File: config.mk
export PLATFORM = sky130hd
export DESIGN_NAME = pit_channel
export DESIGN_NICKNAME = d
export VERILOG_FILES = /design/src/rtl/pit_pkg.sv /design/src/rtl/pit_cfg.sv /design/src/rtl/pit_counter.sv /design/src/rtl/pit_readout.sv /design/src/rtl/pit_channel.sv
export SDC_FILE = /design/constraint.sdc
export NUM_CORES = 1
export LEC_CHECK = 0
export CAP_MARGIN = 5
export CORE_ASPECT_RATIO = 0.8
export CORE_MARGIN = 10
export CORE_UTILIZATION = 30
export CTS_BUF_LIST = sky130_fd_sc_hd__clkbuf_4 sky130_fd_sc_hd__clkbuf_8
export DETAILED_ROUTE_END_ITERATION = 8
export SYNTH_ARGS = -nofsm -noshare
export SYNTH_HDL_FRONTEND = slang
export SYNTH_HIERARCHICAL = 1
export SYNTH_SLANG_ARGS = --single-unit
File: constraint.sdc
create_clock -name clk -period 2.7 [get_ports clk]
set_input_delay 0.27 -clock clk [delete_from_list [all_inputs] [get_ports clk]]
set_output_delay 0.27 -clock clk [all_outputs]
set_load 0.02 [all_outputs]
File: src/rtl/pit_pkg.sv
package pit_pkg;

  typedef enum logic [1:0] {
    RW_LATCH = 2'b00,
    RW_LO    = 2'b01,
    RW_HI    = 2'b10,
    RW_BOTH  = 2'b11
  } rw_sel_e;

  typedef struct packed {
    rw_sel_e    rw;
    logic [2:0] mode;
    logic       bcd;
  } chan_cfg_t;

  typedef enum logic [1:0] {
    BEH_ONESHOT = 2'b00,
    BEH_RATE    = 2'b01,
    BEH_SQUARE  = 2'b10
  } beh_e;

  // Mode field decode: bit 2 is don't-care for the x10/x11 codes.
  function automatic beh_e decode_mode(input logic [2:0] m);
    beh_e b;
    if (m[1]) b = m[0] ? BEH_SQUARE : BEH_RATE;
    else      b = BEH_ONESHOT;
    return b;
  endfunction

endpackage

File: src/rtl/pit_cfg.sv
module pit_cfg
  import pit_pkg::*;
#(
  parameter int CNT_W  = 16,
  localparam int BYTE_W = CNT_W / 2
) (
  input  logic              clk,
  input  logic              rst_n,
  input  logic              ctl_wr,
  input  logic [5:0]        ctl_word,
  input  logic              port_wr,
  input  logic [BYTE_W-1:0] port_wdata,
  input  logic              loaded,
  output chan_cfg_t         cfg,
  output logic [CNT_W-1:0]  cr,
  output logic              load_pend,
  output logic              null_cnt,
  output logic              cfg_wr,
  output logic              lat_cmd
);

  chan_cfg_t          cfg_q, cfg_d;
  logic [CNT_W-1:0]   cr_q, cr_d;
  logic               wtog_q, wtog_d;
  logic               pend_q, pend_d;
  logic               null_q, null_d;

  assign cfg_wr  = ctl_wr && (ctl_word[5:4] != 2'b00);
  assign lat_cmd = ctl_wr && (ctl_word[5:4] == 2'b00);

  always_comb begin
    cfg_d  = cfg_q;
    cr_d   = cr_q;
    wtog_d = wtog_q;
    pend_d = pend_q;
    null_d = null_q;
    if (loaded) begin
      pend_d = 1'b0;
      null_d = 1'b0;
    end
    if (cfg_wr) begin
      cfg_d.rw   = rw_sel_e'(ctl_word[5:4]);
      cfg_d.mode = ctl_word[3:1];
      cfg_d.bcd  = ctl_word[0];
      wtog_d     = 1'b0;
      pend_d     = 1'b0;
      null_d     = 1'b1;
    end else if (port_wr) begin
      unique case (cfg_q.rw)
        RW_LO: begin
          cr_d   = {{BYTE_W{1'b0}}, port_wdata};
          pend_d = 1'b1;
          null_d = 1'b1;
        end
        RW_HI: begin
          cr_d   = {port_wdata, {BYTE_W{1'b0}}};
          pend_d = 1'b1;
          null_d = 1'b1;
        end
        RW_BOTH: begin
          if (!wtog_q) begin
            cr_d[BYTE_W-1:0] = port_wdata;
            wtog_d           = 1'b1;
          end else begin
            cr_d[CNT_W-1:BYTE_W] = port_wdata;
            wtog_d               = 1'b0;
            pend_d               = 1'b1;
            null_d               = 1'b1;
          end
        end
        default: ;
      endcase
    end
  end

  always_ff @(posedge clk or negedge rst_n) begin
    if (!rst_n) begin
      cfg_q  <= '{rw: RW_BOTH, mode: 3'b000, bcd: 1'b0};
      cr_q   <= '0;
      wtog_q <= 1'b0;
      pend_q <= 1'b0;
      null_q <= 1'b0;
    end else begin
      cfg_q  <= cfg_d;
      cr_q   <= cr_d;
      wtog_q <= wtog_d;
      pend_q <= pend_d;
      null_q <= null_d;
    end
  end

  assign cfg       = cfg_q;
  assign cr        = cr_q;
  assign load_pend = pend_q;
  assign null_cnt  = null_q;

  // a control word leaves null-count raised and no load pending
  a_r2_ctl_arms_null: assert property (@(posedge clk) disable iff (!rst_n)
    cfg_wr |=> (null_q && !pend_q));

endmodule

File: src/rtl/pit_counter.sv
module pit_counter
  import pit_pkg::*;
#(
  parameter int CNT_W = 16,
  localparam int DIGITS = CNT_W / 4
) (
  input  logic             clk,
  input  logic             rst_n,
  input  logic             tick,
  input  logic             cfg_wr,
  input  logic [2:0]       new_mode,
  input  logic [2:0]       mode,
  input  logic             bcd,
  input  logic [CNT_W-1:0] cr,
  input  logic             load_pend,
  output logic [CNT_W-1:0] ce,
  output logic             out,
  output logic             loaded
);

  localparam logic [CNT_W-1:0] ONE = CNT_W'(1);
  localparam logic [CNT_W-1:0] TWO = CNT_W'(2);

  function automatic logic [CNT_W-1:0] step_down(input logic [CNT_W-1:0] v,
                                                 input logic dec_mode);
    logic [CNT_W-1:0] r;
    logic             borrow;
    if (!dec_mode) begin
      r = v - ONE;
    end else begin
      r      = v;
      borrow = 1'b1;
      for (int d = 0; d < DIGITS; d++) begin
        if (borrow) begin
          if (v[d*4 +: 4] == 4'd0) begin
            r[d*4 +: 4] = 4'd9;
          end else begin
            r[d*4 +: 4] = v[d*4 +: 4] - 4'd1;
            borrow      = 1'b0;
          end
        end
      end
    end
    return r;
  endfunction

  logic [CNT_W-1:0] ce_q, ce_d;
  logic             out_q, out_d;
  logic             run_q, run_d;
  logic             ext_q, ext_d;
  beh_e             beh;
  logic [CNT_W-1:0] dec1, dec2, half_ld;

  assign beh     = decode_mode(mode);
  assign loaded  = tick && load_pend && !cfg_wr;
  assign dec1    = step_down(ce_q, bcd);
  assign dec2    = step_down(dec1, bcd);
  assign half_ld = {cr[CNT_W-1:1], 1'b0};

  always_comb begin
    ce_d  = ce_q;
    out_d = out_q;
    run_d = run_q;
    ext_d = ext_q;
    if (cfg_wr) begin
      run_d = 1'b0;
      ext_d = 1'b0;
      out_d = (decode_mode(new_mode) != BEH_ONESHOT);
    end else if (loaded) begin
      run_d = 1'b1;
      unique case (beh)
        BEH_SQUARE: begin
          ce_d  = half_ld;
          ext_d = cr[0];
          out_d = 1'b1;
        end
        BEH_RATE: begin
          ce_d  = cr;
          out_d = 1'b1;
        end
        default: begin
          ce_d  = cr;
          out_d = 1'b0;
        end
      endcase
    end else if (tick && run_q) begin
      unique case (beh)
        BEH_RATE: begin
          if (ce_q == ONE) begin
            ce_d  = cr;
            out_d = 1'b1;
          end else begin
            ce_d = dec1;
            if (ce_q == TWO) out_d = 1'b0;
          end
        end
        BEH_SQUARE: begin
          if (ce_q == TWO) begin
            if (ext_q) begin
              ext_d = 1'b0;
            end else begin
              out_d = !out_q;
              ce_d  = half_ld;
              ext_d = !out_q && cr[0];
            end
          end else begin
            ce_d = dec2;
          end
        end
        default: begin
          ce_d = dec1;
          if (ce_q == ONE) out_d = 1'b1;
        end
      endcase
    end
  end

  always_ff @(posedge clk or negedge rst_n) begin
    if (!rst_n) begin
      ce_q  <= '0;
      out_q <= 1'b0;
      run_q <= 1'b0;
      ext_q <= 1'b0;
    end else begin
      ce_q  <= ce_d;
      out_q <= out_d;
      run_q <= run_d;
      ext_q <= ext_d;
    end
  end

  assign ce  = ce_q;
  assign out = out_q;

  // a load puts the holding value into the counting element
  a_r3_load_copies: assert property (@(posedge clk) disable iff (!rst_n)
    (loaded && beh != BEH_SQUARE) |=> (ce_q == $past(cr)));

  // once high in one-shot behaviour, out holds until reprogrammed or reloaded
  a_r7_oneshot_hold: assert property (@(posedge clk) disable iff (!rst_n)
    (beh == BEH_ONESHOT && out_q && !cfg_wr && !loaded) |=> out_q);

  // the rate generator's low pulse lasts one tick
  a_r8_rate_pulse: assert property (@(posedge clk) disable iff (!rst_n)
    (beh == BEH_RATE && run_q && !out_q && tick && !cfg_wr && !loaded) |=> out_q);

  // without a tick and without a load the count stands still
  a_r11_no_tick_hold: assert property (@(posedge clk) disable iff (!rst_n)
    (!tick && !cfg_wr) |=> $stable(ce_q));

endmodule

File: src/rtl/pit_readout.sv
module pit_readout
  import pit_pkg::*;
#(
  parameter int CNT_W  = 16,
  localparam int BYTE_W = CNT_W / 2
) (
  input  logic              clk,
  input  logic              rst_n,
  input  logic              cfg_wr,
  input  logic              lat_cmd,
  input  logic              rb_wr,
  input  logic              rb_cnt_n,
  input  logic              rb_sts_n,
  input  logic              port_rd,
  input  rw_sel_e           rw,
  input  logic [CNT_W-1:0]  ce,
  input  logic [7:0]        status,
  output logic [BYTE_W-1:0] rdata
);

  logic              cnt_lat_q, cnt_lat_d;
  logic [CNT_W-1:0]  lat_q, lat_d;
  logic              sts_lat_q, sts_lat_d;
  logic [7:0]        sts_q, sts_d;
  logic              rtog_q, rtog_d;
  logic              cnt_cap, sts_cap, pick_hi;
  logic [CNT_W-1:0]  src;

  assign cnt_cap = (lat_cmd || (rb_wr && !rb_cnt_n)) && !cnt_lat_q;
  assign sts_cap = rb_wr && !rb_sts_n && !sts_lat_q;
  assign src     = cnt_lat_q ? lat_q : ce;
  assign pick_hi = (rw == RW_HI) || ((rw == RW_BOTH) && rtog_q);
  assign rdata   = sts_lat_q ? sts_q[BYTE_W-1:0]
                 : (pick_hi ? src[CNT_W-1:BYTE_W] : src[BYTE_W-1:0]);

  always_comb begin
    cnt_lat_d = cnt_lat_q;
    lat_d     = lat_q;
    sts_lat_d = sts_lat_q;
    sts_d     = sts_q;
    rtog_d    = rtog_q;
    if (cfg_wr) begin
      cnt_lat_d = 1'b0;
      sts_lat_d = 1'b0;
      rtog_d    = 1'b0;
    end else begin
      if (port_rd) begin
        if (sts_lat_q) begin
          sts_lat_d = 1'b0;
        end else if (rw == RW_BOTH) begin
          rtog_d = !rtog_q;
          if (rtog_q) cnt_lat_d = 1'b0;
        end else begin
          cnt_lat_d = 1'b0;
        end
      end
      if (cnt_cap) begin
        cnt_lat_d = 1'b1;
        lat_d     = ce;
      end
      if (sts_cap) begin
        sts_lat_d = 1'b1;
        sts_d     = status;
      end
    end
  end

  always_ff @(posedge clk or negedge rst_n) begin
    if (!rst_n) begin
      cnt_lat_q <= 1'b0;
      lat_q     <= '0;
      sts_lat_q <= 1'b0;
      sts_q     <= '0;
      rtog_q    <= 1'b0;
    end else begin
      cnt_lat_q <= cnt_lat_d;
      lat_q     <= lat_d;
      sts_lat_q <= sts_lat_d;
      sts_q     <= sts_d;
      rtog_q    <= rtog_d;
    end
  end

  // a held latch keeps its value until read out or reprogrammed
  a_r6_latch_hold: assert property (@(posedge clk) disable iff (!rst_n)
    (cnt_lat_q && !port_rd && !cfg_wr) |=> (cnt_lat_q && $stable(lat_q)));

  // a status read is served first and leaves the count byte order untouched
  a_r5_status_first: assert property (@(posedge clk) disable iff (!rst_n)
    (sts_lat_q && port_rd && !cfg_wr) |=> (!sts_lat_q && $stable(rtog_q)));

endmodule

File: src/rtl/pit_channel.sv
module pit_channel
  import pit_pkg::*;
#(
  parameter int CNT_W = 16,
  localparam int BYTE_W = CNT_W / 2
) (
  input  logic              clk,
  input  logic              rst_n,
  input  logic              tick,
  input  logic              ctl_wr,
  input  logic [5:0]        ctl_word,
  input  logic              rb_wr,
  input  logic              rb_cnt_n,
  input  logic              rb_sts_n,
  input  logic              port_wr,
  input  logic [BYTE_W-1:0] port_wdata,
  input  logic              port_rd,
  output logic [BYTE_W-1:0] port_rdata,
  output logic              out
);

  logic [1:0]       rsync_q;
  logic             rst_int_n;
  chan_cfg_t        cfg;
  logic [CNT_W-1:0] cr, ce;
  logic             load_pend, null_cnt, cfg_wr, lat_cmd, loaded;
  logic [7:0]       status;

  always_ff @(posedge clk or negedge rst_n) begin
    if (!rst_n) rsync_q <= 2'b00;
    else        rsync_q <= {rsync_q[0], 1'b1};
  end
  assign rst_int_n = rsync_q[1];

  pit_cfg #(.CNT_W(CNT_W)) u_cfg (
    .clk        (clk),
    .rst_n      (rst_int_n),
    .ctl_wr     (ctl_wr),
    .ctl_word   (ctl_word),
    .port_wr    (port_wr),
    .port_wdata (port_wdata),
    .loaded     (loaded),
    .cfg        (cfg),
    .cr         (cr),
    .load_pend  (load_pend),
    .null_cnt   (null_cnt),
    .cfg_wr     (cfg_wr),
    .lat_cmd    (lat_cmd)
  );

  pit_counter #(.CNT_W(CNT_W)) u_cnt (
    .clk       (clk),
    .rst_n     (rst_int_n),
    .tick      (tick),
    .cfg_wr    (cfg_wr),
    .new_mode  (ctl_word[3:1]),
    .mode      (cfg.mode),
    .bcd       (cfg.bcd),
    .cr        (cr),
    .load_pend (load_pend),
    .ce        (ce),
    .out       (out),
    .loaded    (loaded)
  );

  assign status = {out, null_cnt, cfg.rw, cfg.mode, cfg.bcd};

  pit_readout #(.CNT_W(CNT_W)) u_rdo (
    .clk      (clk),
    .rst_n    (rst_int_n),
    .cfg_wr   (cfg_wr),
    .lat_cmd  (lat_cmd),
    .rb_wr    (rb_wr),
    .rb_cnt_n (rb_cnt_n),
    .rb_sts_n (rb_sts_n),
    .port_rd  (port_rd),
    .rw       (cfg.rw),
    .ce       (ce),
    .status   (status),
    .rdata    (port_rdata)
  );

endmodule

==> flow_summary.json <==
{
  "status": "finished with violations",
  "violations": "setup timing",
  "leakage_nw": 3.18,
  "grt_max_degree": 46,
  "startpoint_type": "flip-flop",
  "antenna_found_initial": 0,
  "drt-wirelength-per-cell_um": 19.0,
  "vias_per_cell": 5.54,
  "hold_class": "in -> async",
  "post-route-period-util_pct": 107,
  "final_cell_count_no_fill": 999,
  "powerDensity_nw_per_um2": 1050,
  "crit_chain": "inv_2 > ha_4 > or3b_2 > nor4_4 > o21a_1 > nor3b_1 > buf_4 > nand4bb_1 > mux2_4 > a21oi_2 > o21ai_1 > a31o_1",
  "drt_iter0_markers": 602,
  "fillers": 1760,
  "syn_area_um2": 5420,
  "io_pins": 32,
  "clock_latency_ns": 0.36,
  "worstPathRequired_ns": 2.96,
  "ys.flop_type": "dfrtp_1",
  "cts_hold_buf": 0,
  "crit_slowest_cell": "or3b_2",
  "setup_violations": 6,
  "cts_max_path_buffers": 2,
  "vdd_drop_max_mv": 0.368,
  "synth.yosys.warnings": 6,
  "critical_path.endpoint_type": "flip-flop",
  "drtPass1Iterations": 5,
  "core_um2": 17500,
  "numCtsBuffers": 9,
  "cts.clk_slew.worst_paths_ns": 0.09,
  "cp_max_fo": 6,
  "critPathMaxStageDelay_ns": 0.50,
  "final_cell_mix": "buf_4 (136), nand2_1 (69), dfrtp_1 (65)",
  "rsz0062_at_grt": "true",
  "ys_seq_elements": 73,
  "async_reset_ff_share_pct": 100,
  "dpl_cell_area_um2": 6860,
  "gr-total-overflow": 0,
  "worst_slew_pin_slew_ns": 0.723,
  "antenna_cells": 0,
  "grt_pass1_wl_mm": 29.6,
  "area.growth.synth_to_final_pct": 38.2,
  "skew_ns": 0.0156,
  "nets": 801,
  "syn-num-nets": 653,
  "drv_slew": 0,
  "mostFrequentLayoutCell": "buf_4",
  "wl_mm": 19.0,
  "finalInstanceArea_um2": 7490,
  "die_area_um2": 23900,
  "dieWidth_um": 170,
  "num_rows": 43,
  "synth_area_per_cell_um2": 8.73,
  "cts_tree": "yes",
  "relSlewSlack_pct": 51.8,
  "worstSetupPathType": "reg -> reg",
  "syn_inst": 621,
  "fin_setup_tns_ns": -0.697,
  "dpl.hpwl_mm": 14.0,
  "ant_nets": 0,
  "vias": 5532,
  "io_buffer_count": 31,
  "synth-seq-area-share_pct": 33.7,
  "gp_congestion": 0.938,
  "clock-sinks": 73,
  "power_w": 0.00788,
  "grt_pass1_vias": 5326,
  "synth_edf_count": 0,
  "htree_levels": 3,
  "grt_use_total_pct": 15.5,
  "period_minus_slack_ns": 2.90,
  "ys_types": 79,
  "dp_cells": 962,
  "cts-root-buf": "clkbuf_8",
  "arrival_ns": 3.16,
  "initial_core_util_pct": 30.9,
  "max_freq_mhz": 345,
  "maxCapViolCount": 0,
  "post-place-ws_ns": -0.264,
  "remaining_drc_errors": 0,
  "hold_violations": 0,
  "setup_slack_ns": -0.201,
  "drive_gt1_share_pct": 34.9,
  "die_height_um": 140
}
registers in the layout, summed over array words and instances (netlist names), 2 cells and up:
name and count:
u_cfg/cr 16, u_rdo/sts_q 8, rsync_q 2, u_cnt/ce 16, u_cfg/cfg 6, u_rdo/lat_q 16
final cells by class:
class	count	area, um2	share of cell area, %
Clock buffer	12	165	2.20
Clock inverter	4	50.0	0.668
Inverter	12	52.6	0.701
Multi-Input combinational cell	495	3630	48.4
Sequential cell	73	1840	24.5
Tap cell	225	282	3.76
Timing Repair Buffer	178	1470	19.7
final timing paths:
kind / startpoint / endpoint / slack, ns / cells after the start
worst min register to register: rsync_q[1] / u_cfg/cr[0] / 0.35 / 0
max in group asynchronous: rsync_q[1] / u_rdo/lat_q[11] / 1.73 / 1
worst max register to register: u_cnt/ce[1] / u_cnt/ce[14] / -0.20 / 12
worst max-delay path: u_cnt/ce[1] / u_cnt/ce[14] / -0.20 / 12
worst min-delay path: rst_n / rsync_q[1] / 0.06 / 1
min in group clk: rsync_q[0] / rsync_q[1] / 0.36 / 0
power by group:
part           switching (W)  total (W)  internal [W]
logic                0.00252    0.00504       0.00251
clock network       0.000454   0.000955      0.000502
registers           0.000421    0.00189       0.00147
total                0.00340    0.00788       0.00448
synthesized netlist by cell type, types with 4 or more instances:
master     instances  area share, %
a221oi_1          10            1.6
nor2b_1           18            2.1
a32o_1            11            2.0
mux2_2            26            5.4
a221o_1           11            2.0
xnor2_1           14            2.3
a21oi_1           22            2.0
o22ai_1            6           0.69
nand4_1            8           0.92
clkbuf_1          28            1.9
dfrtp_1           71             33
o211ai_1           6           0.83
nor3_1            15            1.4
nor4_1             6           0.69
ha_1               9            2.1
or2_2              5           0.58
inv_1             11           0.76
o2111ai_1          4           0.65
nor3b_1            4           0.55
a211oi_1           6           0.83
o31ai_1           10            1.4
nand2b_1           7           0.81
o221ai_1           7            1.1
mux2i_1           13            2.4
xor2_1             8            1.3
o21ai_0           40            3.7
buf_2              8           0.74
and3_1            15            1.7
nand3_1           13            1.2
o21ai_2            6           0.97
a21o_1             4           0.55
or3_1              4           0.46
nand2_1           73            5.1
and2_1             6           0.69
o22a_1             5           0.81
nor2_1            45            3.1
cells by family after synthesis:
| group | count (synthesis) | share of synthesized area, % |
|---|---|---|
| simple gates | 244 | 24.2 |
| compound gates | 179 | 24.1 |
| flops | 73 | 33.7 |
| buf+inv | 53 | 4.25 |
| mux | 40 | 8.01 |
| xor+xnor | 22 | 3.56 |
| fa+ha+maj | 9 | 2.08 |
| other cells | 1 | 0.0692 |
repair_timing:
| item | in CTS | in global routing |
|---|---|---|
| gates cloned | 0 | 0 |
| resized for setup | 24 | 53 |
| pin swaps | 16 | 30 |
| setup endpoints to repair | 9 | 19 |
| buffers inserted | 5 | 19 |
critical path, delay by kind of cell, from the launching register on:
kind	cells	cell delay, ns
muxes	1	0.31
buffers and inverters	2	0.30
and+or+nand+nor	4	0.96
DFF	1	0.42
AOI/OAI and AO/OA	4	0.65
adders and majority gates	1	0.18
stage by stage:
stage / util [%] / hold slack [ns]
after floorplan: - / -0.0256
after global placement: 39.1 / 0.341
after detailed placement: 39.1 / 0.348
after CTS: 41.0 / 0.0389
after global routing: 42.7 / 0.0323
final: 42.7 / 0.0552
per-layer routing:
layer  GRT usage, %  share of wire (%)  up-vias
li1               -                  -     2633
met1           23.5                 50     2686
met2           21.4                 42      196
met3           3.90                6.9       17
met4           2.44               0.94        0
met5              0                  0        -
(Power assumes the default switching activity.)
